**src/rtl/mdec_pkg.sv**
```systemverilog
`timescale 1ns/1ps
package mdec_pkg;
   typedef enum logic [1:0] {
      ST_HUNT  = 2'd0,
      ST_SYNC2 = 2'd1,
      ST_BITS  = 2'd2
   } mdec_state_t;
endpackage

```
**src/rtl/mdec_front.sv**
```systemverilog
`timescale 1ns/1ps
module mdec_front #(
   parameter int IN_FLOPS = 2
) (
   input  logic clk,
   input  logic rst,
   input  logic line_sel,
   input  logic bip_one,
   input  logic bip_zero,
   input  logic uni_data,
   output logic ln,
   output logic ln_vld
);
   logic raw_lvl;
   logic raw_vld;

   always_comb begin
      raw_lvl = line_sel ? uni_data : (bip_one & ~bip_zero);
      raw_vld = line_sel | (bip_one ^ bip_zero);
   end

   generate
      if (IN_FLOPS == 1) begin : g_single
         logic lv_q, vd_q;
         always_ff @(posedge clk) begin
            if (rst) begin
               lv_q <= 1'b0;
               vd_q <= 1'b0;
            end else begin
               lv_q <= raw_lvl;
               vd_q <= raw_vld;
            end
         end
         assign ln     = lv_q;
         assign ln_vld = vd_q;
      end else begin : g_chain
         logic [IN_FLOPS-1:0] lv_p, vd_p;
         always_ff @(posedge clk) begin
            if (rst) begin
               lv_p <= '0;
               vd_p <= '0;
            end else begin
               lv_p <= {lv_p[IN_FLOPS-2:0], raw_lvl};
               vd_p <= {vd_p[IN_FLOPS-2:0], raw_vld};
            end
         end
         assign ln     = lv_p[IN_FLOPS-1];
         assign ln_vld = vd_p[IN_FLOPS-1];
      end
   endgenerate
endmodule

```
**src/rtl/mdec_sync_hunt.sv**
```systemverilog
`timescale 1ns/1ps
module mdec_sync_hunt #(
   parameter int RUN_LO = 16,
   parameter int RUN_HI = 20
) (
   input  logic clk,
   input  logic rst,
   input  logic ln,
   input  logic ln_vld,
   output logic sync_hit,
   output logic sync_first
);
   localparam int RUNW = $clog2(RUN_HI + 2);
   localparam logic [RUNW-1:0] RUN_MAX = RUNW'(RUN_HI + 1);
   localparam logic [RUNW-1:0] LO_V    = RUNW'(RUN_LO);
   localparam logic [RUNW-1:0] HI_V    = RUNW'(RUN_HI);

   logic            ln_q;
   logic            vld_q;
   logic [RUNW-1:0] run;

   always_ff @(posedge clk) begin
      if (rst) begin
         ln_q  <= 1'b0;
         vld_q <= 1'b0;
         run   <= '0;
      end else begin
         ln_q  <= ln;
         vld_q <= ln_vld;
         if (!ln_vld)
            run <= '0;
         else if (!vld_q || (ln != ln_q))
            run <= RUNW'(1);
         else if (run != RUN_MAX)
            run <= run + 1'b1;
      end
   end

   always_comb begin
      sync_first = ln_q;
      sync_hit   = ln_vld && vld_q && (ln != ln_q) && (run >= LO_V) && (run <= HI_V);
   end
endmodule

```
**src/rtl/mdec_bit_slicer.sv**
```systemverilog
`timescale 1ns/1ps
module mdec_bit_slicer
   import mdec_pkg::*;
#(
   parameter int OVS       = 12,
   parameter int NBITS     = 16,
   parameter int SYNC_HALF = 18,
   parameter int SYNC_TOL  = 2
) (
   input  logic clk,
   input  logic rst,
   input  logic ln,
   input  logic ln_vld,
   input  logic sync_hit,
   input  logic sync_first,
   output logic cmd_sync,
   output logic take_data,
   output logic shift_clk,
   output logic sdata,
   output logic word_ok
);
   localparam int HALF = OVS / 2;
   localparam int PHW  = $clog2(OVS);
   localparam int IDXW = $clog2(NBITS + 1);
   localparam int PCW  = $clog2(SYNC_HALF + 1);
   localparam logic [PHW-1:0]  PH_S1   = PHW'(OVS / 4);
   localparam logic [PHW-1:0]  PH_S2   = PHW'(OVS / 4 + HALF);
   localparam logic [PHW-1:0]  PH_LAST = PHW'(OVS - 1);
   localparam logic [IDXW-1:0] IDX_PAR = IDXW'(NBITS);
   localparam logic [PCW-1:0]  PC_CHK  = PCW'(SYNC_HALF - SYNC_TOL);
   localparam logic [PCW-1:0]  PC_LAST = PCW'(SYNC_HALF - 1);

   mdec_state_t     st;
   logic [PCW-1:0]  pcnt;
   logic [PHW-1:0]  ph;
   logic [IDXW-1:0] bidx;
   logic            h1, h1_ok, par;
   logic            cmd_q, take_q, sdat_q, ok_q;
   logic            cell_bad;

   assign cell_bad = !h1_ok || !ln_vld || (ln == h1);

   always_ff @(posedge clk) begin
      if (rst) begin
         st     <= ST_HUNT;
         pcnt   <= '0;
         ph     <= '0;
         bidx   <= '0;
         h1     <= 1'b0;
         h1_ok  <= 1'b0;
         par    <= 1'b0;
         cmd_q  <= 1'b0;
         take_q <= 1'b0;
         sdat_q <= 1'b0;
         ok_q   <= 1'b0;
      end else begin
         ok_q <= 1'b0;
         unique case (st)
            ST_HUNT: begin
               if (sync_hit) begin
                  st    <= ST_SYNC2;
                  pcnt  <= PCW'(1);
                  cmd_q <= sync_first;
                  par   <= 1'b0;
               end
            end
            ST_SYNC2: begin
               if ((pcnt < PC_CHK) && (!ln_vld || (ln == cmd_q))) begin
                  st    <= ST_HUNT;
                  cmd_q <= 1'b0;
               end else if (pcnt == PC_LAST) begin
                  st   <= ST_BITS;
                  ph   <= '0;
                  bidx <= '0;
               end else begin
                  pcnt <= pcnt + 1'b1;
               end
            end
            ST_BITS: begin
               if (ph == PH_LAST) begin
                  ph   <= '0;
                  bidx <= bidx + 1'b1;
               end else begin
                  ph <= ph + 1'b1;
               end
               if (ph == PH_S1) begin
                  h1    <= ln;
                  h1_ok <= ln_vld;
               end
               if (ph == PH_S2) begin
                  if (cell_bad) begin
                     st     <= ST_HUNT;
                     cmd_q  <= 1'b0;
                     take_q <= 1'b0;
                     sdat_q <= 1'b0;
                  end else if (bidx != IDX_PAR) begin
                     sdat_q <= h1;
                     take_q <= 1'b1;
                     par    <= par ^ h1;
                  end else begin
                     ok_q   <= par ^ h1;
                     st     <= ST_HUNT;
                     cmd_q  <= 1'b0;
                     take_q <= 1'b0;
                     sdat_q <= 1'b0;
                  end
               end
            end
            default: st <= ST_HUNT;
         endcase
      end
   end

   always_comb begin
      cmd_sync  = cmd_q;
      take_data = take_q;
      sdata     = sdat_q;
      word_ok   = ok_q;
      shift_clk = take_q && (ph > PH_S1) && (ph <= PH_S2);
   end
endmodule

```
**src/rtl/mdec_word_rx.sv**
```systemverilog
`timescale 1ns/1ps
module mdec_word_rx #(
   parameter int OVS      = 12,
   parameter int NBITS    = 16,
   parameter int SYNC_TOL = 2,
   parameter int IN_FLOPS = 2
) (
   input  logic clk,
   input  logic rst,
   input  logic line_sel,
   input  logic bip_one,
   input  logic bip_zero,
   input  logic uni_data,
   output logic cmd_sync,
   output logic take_data,
   output logic shift_clk,
   output logic sdata,
   output logic word_ok
);
   localparam int SYNC_HALF = (3 * OVS) / 2;

   generate
      if ((OVS % 4) != 0 || OVS < 8) begin : g_bad_ovs
         $error("OVS must be a multiple of 4 and at least 8");
      end
      if (IN_FLOPS < 1) begin : g_bad_flops
         $error("IN_FLOPS must be at least 1");
      end
      if (SYNC_TOL < 0 || SYNC_TOL >= OVS / 2) begin : g_bad_tol
         $error("SYNC_TOL must keep sync runs apart from data runs");
      end
      if (NBITS < 1) begin : g_bad_nbits
         $error("NBITS must be positive");
      end
   endgenerate

   logic ln, ln_vld, sync_hit, sync_first;

   mdec_front #(.IN_FLOPS(IN_FLOPS)) u_front (
      .clk(clk), .rst(rst), .line_sel(line_sel), .bip_one(bip_one),
      .bip_zero(bip_zero), .uni_data(uni_data), .ln(ln), .ln_vld(ln_vld)
   );

   mdec_sync_hunt #(
      .RUN_LO(SYNC_HALF - SYNC_TOL), .RUN_HI(SYNC_HALF + SYNC_TOL)
   ) u_hunt (
      .clk(clk), .rst(rst), .ln(ln), .ln_vld(ln_vld),
      .sync_hit(sync_hit), .sync_first(sync_first)
   );

   mdec_bit_slicer #(
      .OVS(OVS), .NBITS(NBITS), .SYNC_HALF(SYNC_HALF), .SYNC_TOL(SYNC_TOL)
   ) u_slicer (
      .clk(clk), .rst(rst), .ln(ln), .ln_vld(ln_vld),
      .sync_hit(sync_hit), .sync_first(sync_first),
      .cmd_sync(cmd_sync), .take_data(take_data), .shift_clk(shift_clk),
      .sdata(sdata), .word_ok(word_ok)
   );
endmodule

```
**config.mk**
```make
export PLATFORM = sky130hd
export DESIGN_NAME = mdec_word_rx
export DESIGN_NICKNAME = d
export VERILOG_FILES = /design/src/rtl/mdec_pkg.sv /design/src/rtl/mdec_front.sv /design/src/rtl/mdec_sync_hunt.sv /design/src/rtl/mdec_bit_slicer.sv /design/src/rtl/mdec_word_rx.sv
export SDC_FILE = /design/constraint.sdc
export NUM_CORES = 1
export LEC_CHECK = 0
export BUFFER_PORTS_ARGS = -buffer_cell sky130_fd_sc_hd__clkbuf_2
export CAP_MARGIN = 20
export CORE_ASPECT_RATIO = 1.4
export CORE_MARGIN = 1
export CORE_UTILIZATION = 25
export CTS_BUF_LIST = sky130_fd_sc_hd__clkbuf_2
export DETAILED_ROUTE_END_ITERATION = 8
export SYNTH_ARGS = -nofsm -noshare
export SYNTH_HDL_FRONTEND = slang
export SYNTH_HIERARCHICAL = 1
export SYNTH_SLANG_ARGS = --single-unit
```
**constraint.sdc**
```tcl
create_clock -name clk -period 2.58 [get_ports clk]
set_input_delay 0.258 -clock clk [delete_from_list [all_inputs] [get_ports clk]]
set_output_delay 0.258 -clock clk [all_outputs]
set_load 0.02 [all_outputs]
```
Word-level counts from Yosys, hierarchy flattened:

Cells that the tools add are included.

* register bits: 34
* input bits: 6
* output and inout port bits: 5

* $add $sub $neg: 4
* $lt $le $gt $ge: 5
* eq/ne operators: 22
* mux-type cells: 37
* bitwise gates (word level): 8
* reductions and logical operators: 31

Operators with widths (count)
* 2-to-1 mux 5 bit: 6
* one-hot mux 5 bit (2 select lines): 2
* 2-to-1 mux 1 bit: 16
* adder 5 x 1 -> 5 bit, second input constant: 3
* 2-to-1 mux 2 bit: 6
* 2-to-1 mux 4 bit: 3
* AND reduction 4 bit: 3
* != test 2 x 1 -> 1 bit, second input constant: 5
* != test 5 bit, second input constant: 2
* AND reduction 5 bit: 2
* equality test 4 bit, second input constant: 2
* != test 2 bit, second input constant: 4
* one-hot mux 4 bit (2 select lines): 1
* nonzero test 2 bit: 4
* logical AND 1 bit: 7
* one-hot mux 2 bit (3 select lines): 1
* equality test 5 bit, second input constant: 1
* >= comparator 5 bit, second input constant: 1
* <= comparator 5 bit, second input constant: 1
* less-than comparator 5 bit, second input constant: 1
* OR reduction 5 bit: 1
* adder 4 x 1 -> 4 bit, second input constant: 1
* equality test 4 x 2 -> 1 bit, second input constant: 1
* greater-than comparator 4 x 2 -> 1 bit, second input constant: 1
* 21 further kinds: 32

Longest topological paths before layout:

* depth in word-level cells: 6
* mapped depth: 8

Hierarchy:

The synthesis kept the hierarchy.

Modules (own cells, without submodules)
* mdec_bit_slicer: instances 1, cells an instance 160, area each 1341.3 um^2
* mdec_sync_hunt: instances 1, cells an instance 31, area each 342.8 um^2
* mdec_front: instances 1, cells an instance 12, area each 131.4 um^2

Worst setup path before layout:

OpenSTA, ideal clock, no wires.

* path kind: reg-to-reg
* from: reg u_slicer.pcnt[1]
* to: reg u_slicer.pcnt[3]
* library setup time: 0.074 ns
* arrival time: 1.779 ns
* required time: 2.506 ns
* setup slack: 0.727 ns
* cell stages (with the launch flop): 8
* path through: dfxtp_1 inv_1 ha_1 and4bb_4 a211oi_4 nand4_1 or4b_1 a31oi_1

* cells in the longest elaborated chain, start to end: 4
* elaborated cells on any way between the ends: 10

RTL lines
* from (decl): line mdec_bit_slicer.sv:34 `logic [PCW-1:0] pcnt;`
* from (signal assigned): line mdec_bit_slicer.sv:76 `pcnt <= pcnt + 1'b1;`
* adder 5 x 1 -> 5 bit / less-than comparator 5 bit (equally long branches): line mdec_bit_slicer.sv:76, mdec_bit_slicer.sv:68
* 2-to-1 mux 5 bit / logical AND 1 bit (equally long branches): line mdec_bit_slicer.sv:71, mdec_bit_slicer.sv:68
* 2-to-1 mux 5 bit / != test 2 bit (equally long branches)
* one-hot mux 5 bit (2 select lines) / AND reduction 4 bit (equally long branches)

Several ways; a longest one is shown, not always the timed one. The select of a mux whose other input is x is not followed.
A chain may end at the register's enable or synchronous reset.

Worst setup path in the final report:

* from: reg u_slicer.pcnt[1]
* to: reg u_slicer.pcnt[4]

Same word-level chain as after synthesis.

==> impl_metrics.ini <==
[outcome]
status = finished, final reports clean

[critical_path]
worstPathMaxFanout = 7
crit_path_start = u_slicer/pcnt[1]
crit_arrival_ps = 2410
required_ps = 2890
setup.worst_path.end_class = flip-flop
crit_type = flip-flop to flip-flop
r2r-start = u_slicer/pcnt[1]
worstSetupStartpointType = flip-flop

[cells_and_area]
fin_cells = 311
fillers = 742
layout.nets = 234
final_common_cell = dfxtp_1
area_growth_pct = 10.34
fin_area_sq_um = 2003
insertedDiodeCount = 0
drive_gt1_share_pct = 12.96
layout_common_cells = dfxtp_1, nor2_1, clkbuf_2

[power_and_ir_drop]
p_switching_uw = 230.1
irDropWorstVdd_mv = 0.3396
comb_power_share_pct = 8.4
power_uw = 859.8
p_seq_share_pct = 63.2
p_leak_uw = 0.0007456
swShare_pct = 26.76
p_per_area_nw_per_um2 = 429.2
p_int_uw = 629.7
clockPowerShare_pct = 28.4

[die]
die_area_sq_um = 7611
die_h_um = 102.8
die_w_um = 74.02
coreArea_sq_um = 6982
io_pins = 11
start_util_pct = 26.00
rows = 36

[cts]
cts_buffers = 5
cts-root-buf = clkbuf_2
cts-resized-gates = 0
cts_hold_buffers = 0
cts_tree = built
cts.sinks = 34
clk_latency_ps = 370
h-tree-depth = 2
clk_pin_slew_worst_paths_ps = 170
post_cts_buffers = 0
clock_path_buffers = 2

[sta]
min_period_over_period_pct = 81.57
finalSetupViolCount = 0
slew_violations = 0
fmax_mhz = 475.2
rsz0062_at_grt = false
relSlewSlack_pct = 62.16
finalCriticalPeriod_ps = 2104
finClkSkew_ps = 10.56
finalHoldViolations = 0
tightest_slew_ps = 563.3
tns_ps = 0

[grt]
grt_antenna_before_repair = 0
grt_usage_pct = 10.01
grt_pass1_vias = 1269
grt_pass1_wl_um = 5816
grt_max_degree = 31
grt-ovfl-total = 0

[place]
portBuffers = 10
dp_cells = 303
place_congestion = 0.8298
placed_cell_area_sq_um = 1964
hpwl_um = 2530

[drt]
vias = 1408
drtPass1Iterations = 4
drtIter0Drc = 33
wl_per_cell_um = 11.27
viasPerCell = 4.527
drtAntennaViolNets = 0
drc = 0
routed_wl_um = 3505

[synth]
ys_async_sr_fraction_pct = 0
syn-num-nets = 222
synth_area_per_cell_sq_um = 8.943
synth_warnings = 6
synth-seq-area-share_pct = 37.49
synthCells = 203
syn_area_sq_um = 1815
ys.flop_type = dfxtp_1
ys_ff_latch = 34
ys_types = 46
synth_edf_count = 0

[hold_path]
min_path_type = input port to flip-flop
worstHoldStart = line_sel

[flow_run]
maxCapViolCount = 0
[layer usage]
layer	part of all wire, %	GRT usage [%]
met1	46	11.01
met2	50	17.62
met3	2.2	2.248
met4	2.3	5.325
met5	0	0
[worst max-delay path: stages, from the launching register on]
cell	delay [ps]
dfxtp_1	420
inv_1	60
ha_1	170
and4bb_4	210
a211oi_4	340
nand2_1	190
or4_1	510
a21oi_1	140
[final timing paths]
path              depth (start not counted)                 endpoint  slack, ps
setup / recovery                          7         u_slicer/pcnt[4]        480
hold reg to reg                           1  u_front/g_chain.lv_p[1]        460
setup reg to reg                          7         u_slicer/pcnt[4]        480
hold / removal                            3  u_front/g_chain.vd_p[0]        120
[area by class of cell]
cell class / count / area (sq um) / share of cell area [%]
clock buffer: 6 / 30.03 / 1.499
multi-input combinational: 152 / 1070 / 53.40
clock inverter: 2 / 8.758 / 0.4372
sequential: 34 / 680.7 / 33.98
tap: 95 / 118.9 / 5.934
inverter: 12 / 45.04 / 2.249
timing repair buffer: 10 / 50.05 / 2.498
[metrics by stage]
step | utilization [%] | hold WS [ps] | setup WS, ps
finish | 28.69 | 118.5 | 475.6
global route | 28.69 | 103.1 | 349.0
CTS | 28.69 | 96.12 | 480.1
detailed placement | 28.14 | 423.7 | 516.4
global placement | 28.14 | 428.3 | 545.8
floorplan | - | 327.1 | 726.6
[flip-flops by register name, indices dropped and copies added (netlist names)]
| register | flops |
|---|---|
| u_slicer/par | 1 |
| u_slicer/bidx | 5 |
| u_front/g_chain.lv_p | 2 |
| u_slicer/pcnt | 5 |
| u_hunt/run | 5 |
| u_slicer/sdata | 1 |
| u_front/g_chain.vd_p | 2 |
| u_hunt/sync_first | 1 |
| u_hunt/vld_q | 1 |
| u_slicer/h1_ok | 1 |
| u_slicer/take_data | 1 |
| u_slicer/ph | 4 |
| u_slicer/word_ok | 1 |
| u_slicer/st | 2 |
| u_slicer/cmd_sync | 1 |
| u_slicer/h1 | 1 |
[power by group through the flow]
stage	sequential (uW)	clock [uW]	combinational, uW
floorplan	553	0	52.5
global placement	555	0	72.2
detailed placement	555	0	71.9
CTS	544	263	71.9
global route	546	281	80.4
finish	544	244	72.1
[cell families (layout without fill, tap and decap cells)]
family,Yosys count,count (layout),share of synthesized area (%)
simple gates,81,81,25.91
compound gates,39,39,13.92
flops,34,34,37.49
buf+inv,17,30,3.583
fa+ha+maj,13,13,8.960
xor+xnor,13,13,6.685
mux,6,6,3.446
[cell usage after synthesis (all sizes together) (3+ instances only)]
cell type | n | area (sq um)
ha | 13 | 162.7
nor2 | 19 | 71.32
mux2i | 4 | 40.04
xnor2 | 5 | 51.30
nor2b | 6 | 37.54
nand2 | 10 | 37.54
o21ai | 10 | 50.05
a21oi | 12 | 60.06
inv | 12 | 45.04
nand2b | 4 | 25.02
clkbuf | 4 | 15.01
dfxtp | 34 | 680.7
nor3 | 6 | 30.03
and3 | 3 | 20.02
a211oi | 3 | 35.03
xor2 | 8 | 70.07
nand3 | 15 | 80.08
Power figures use the tool's default switching activity.
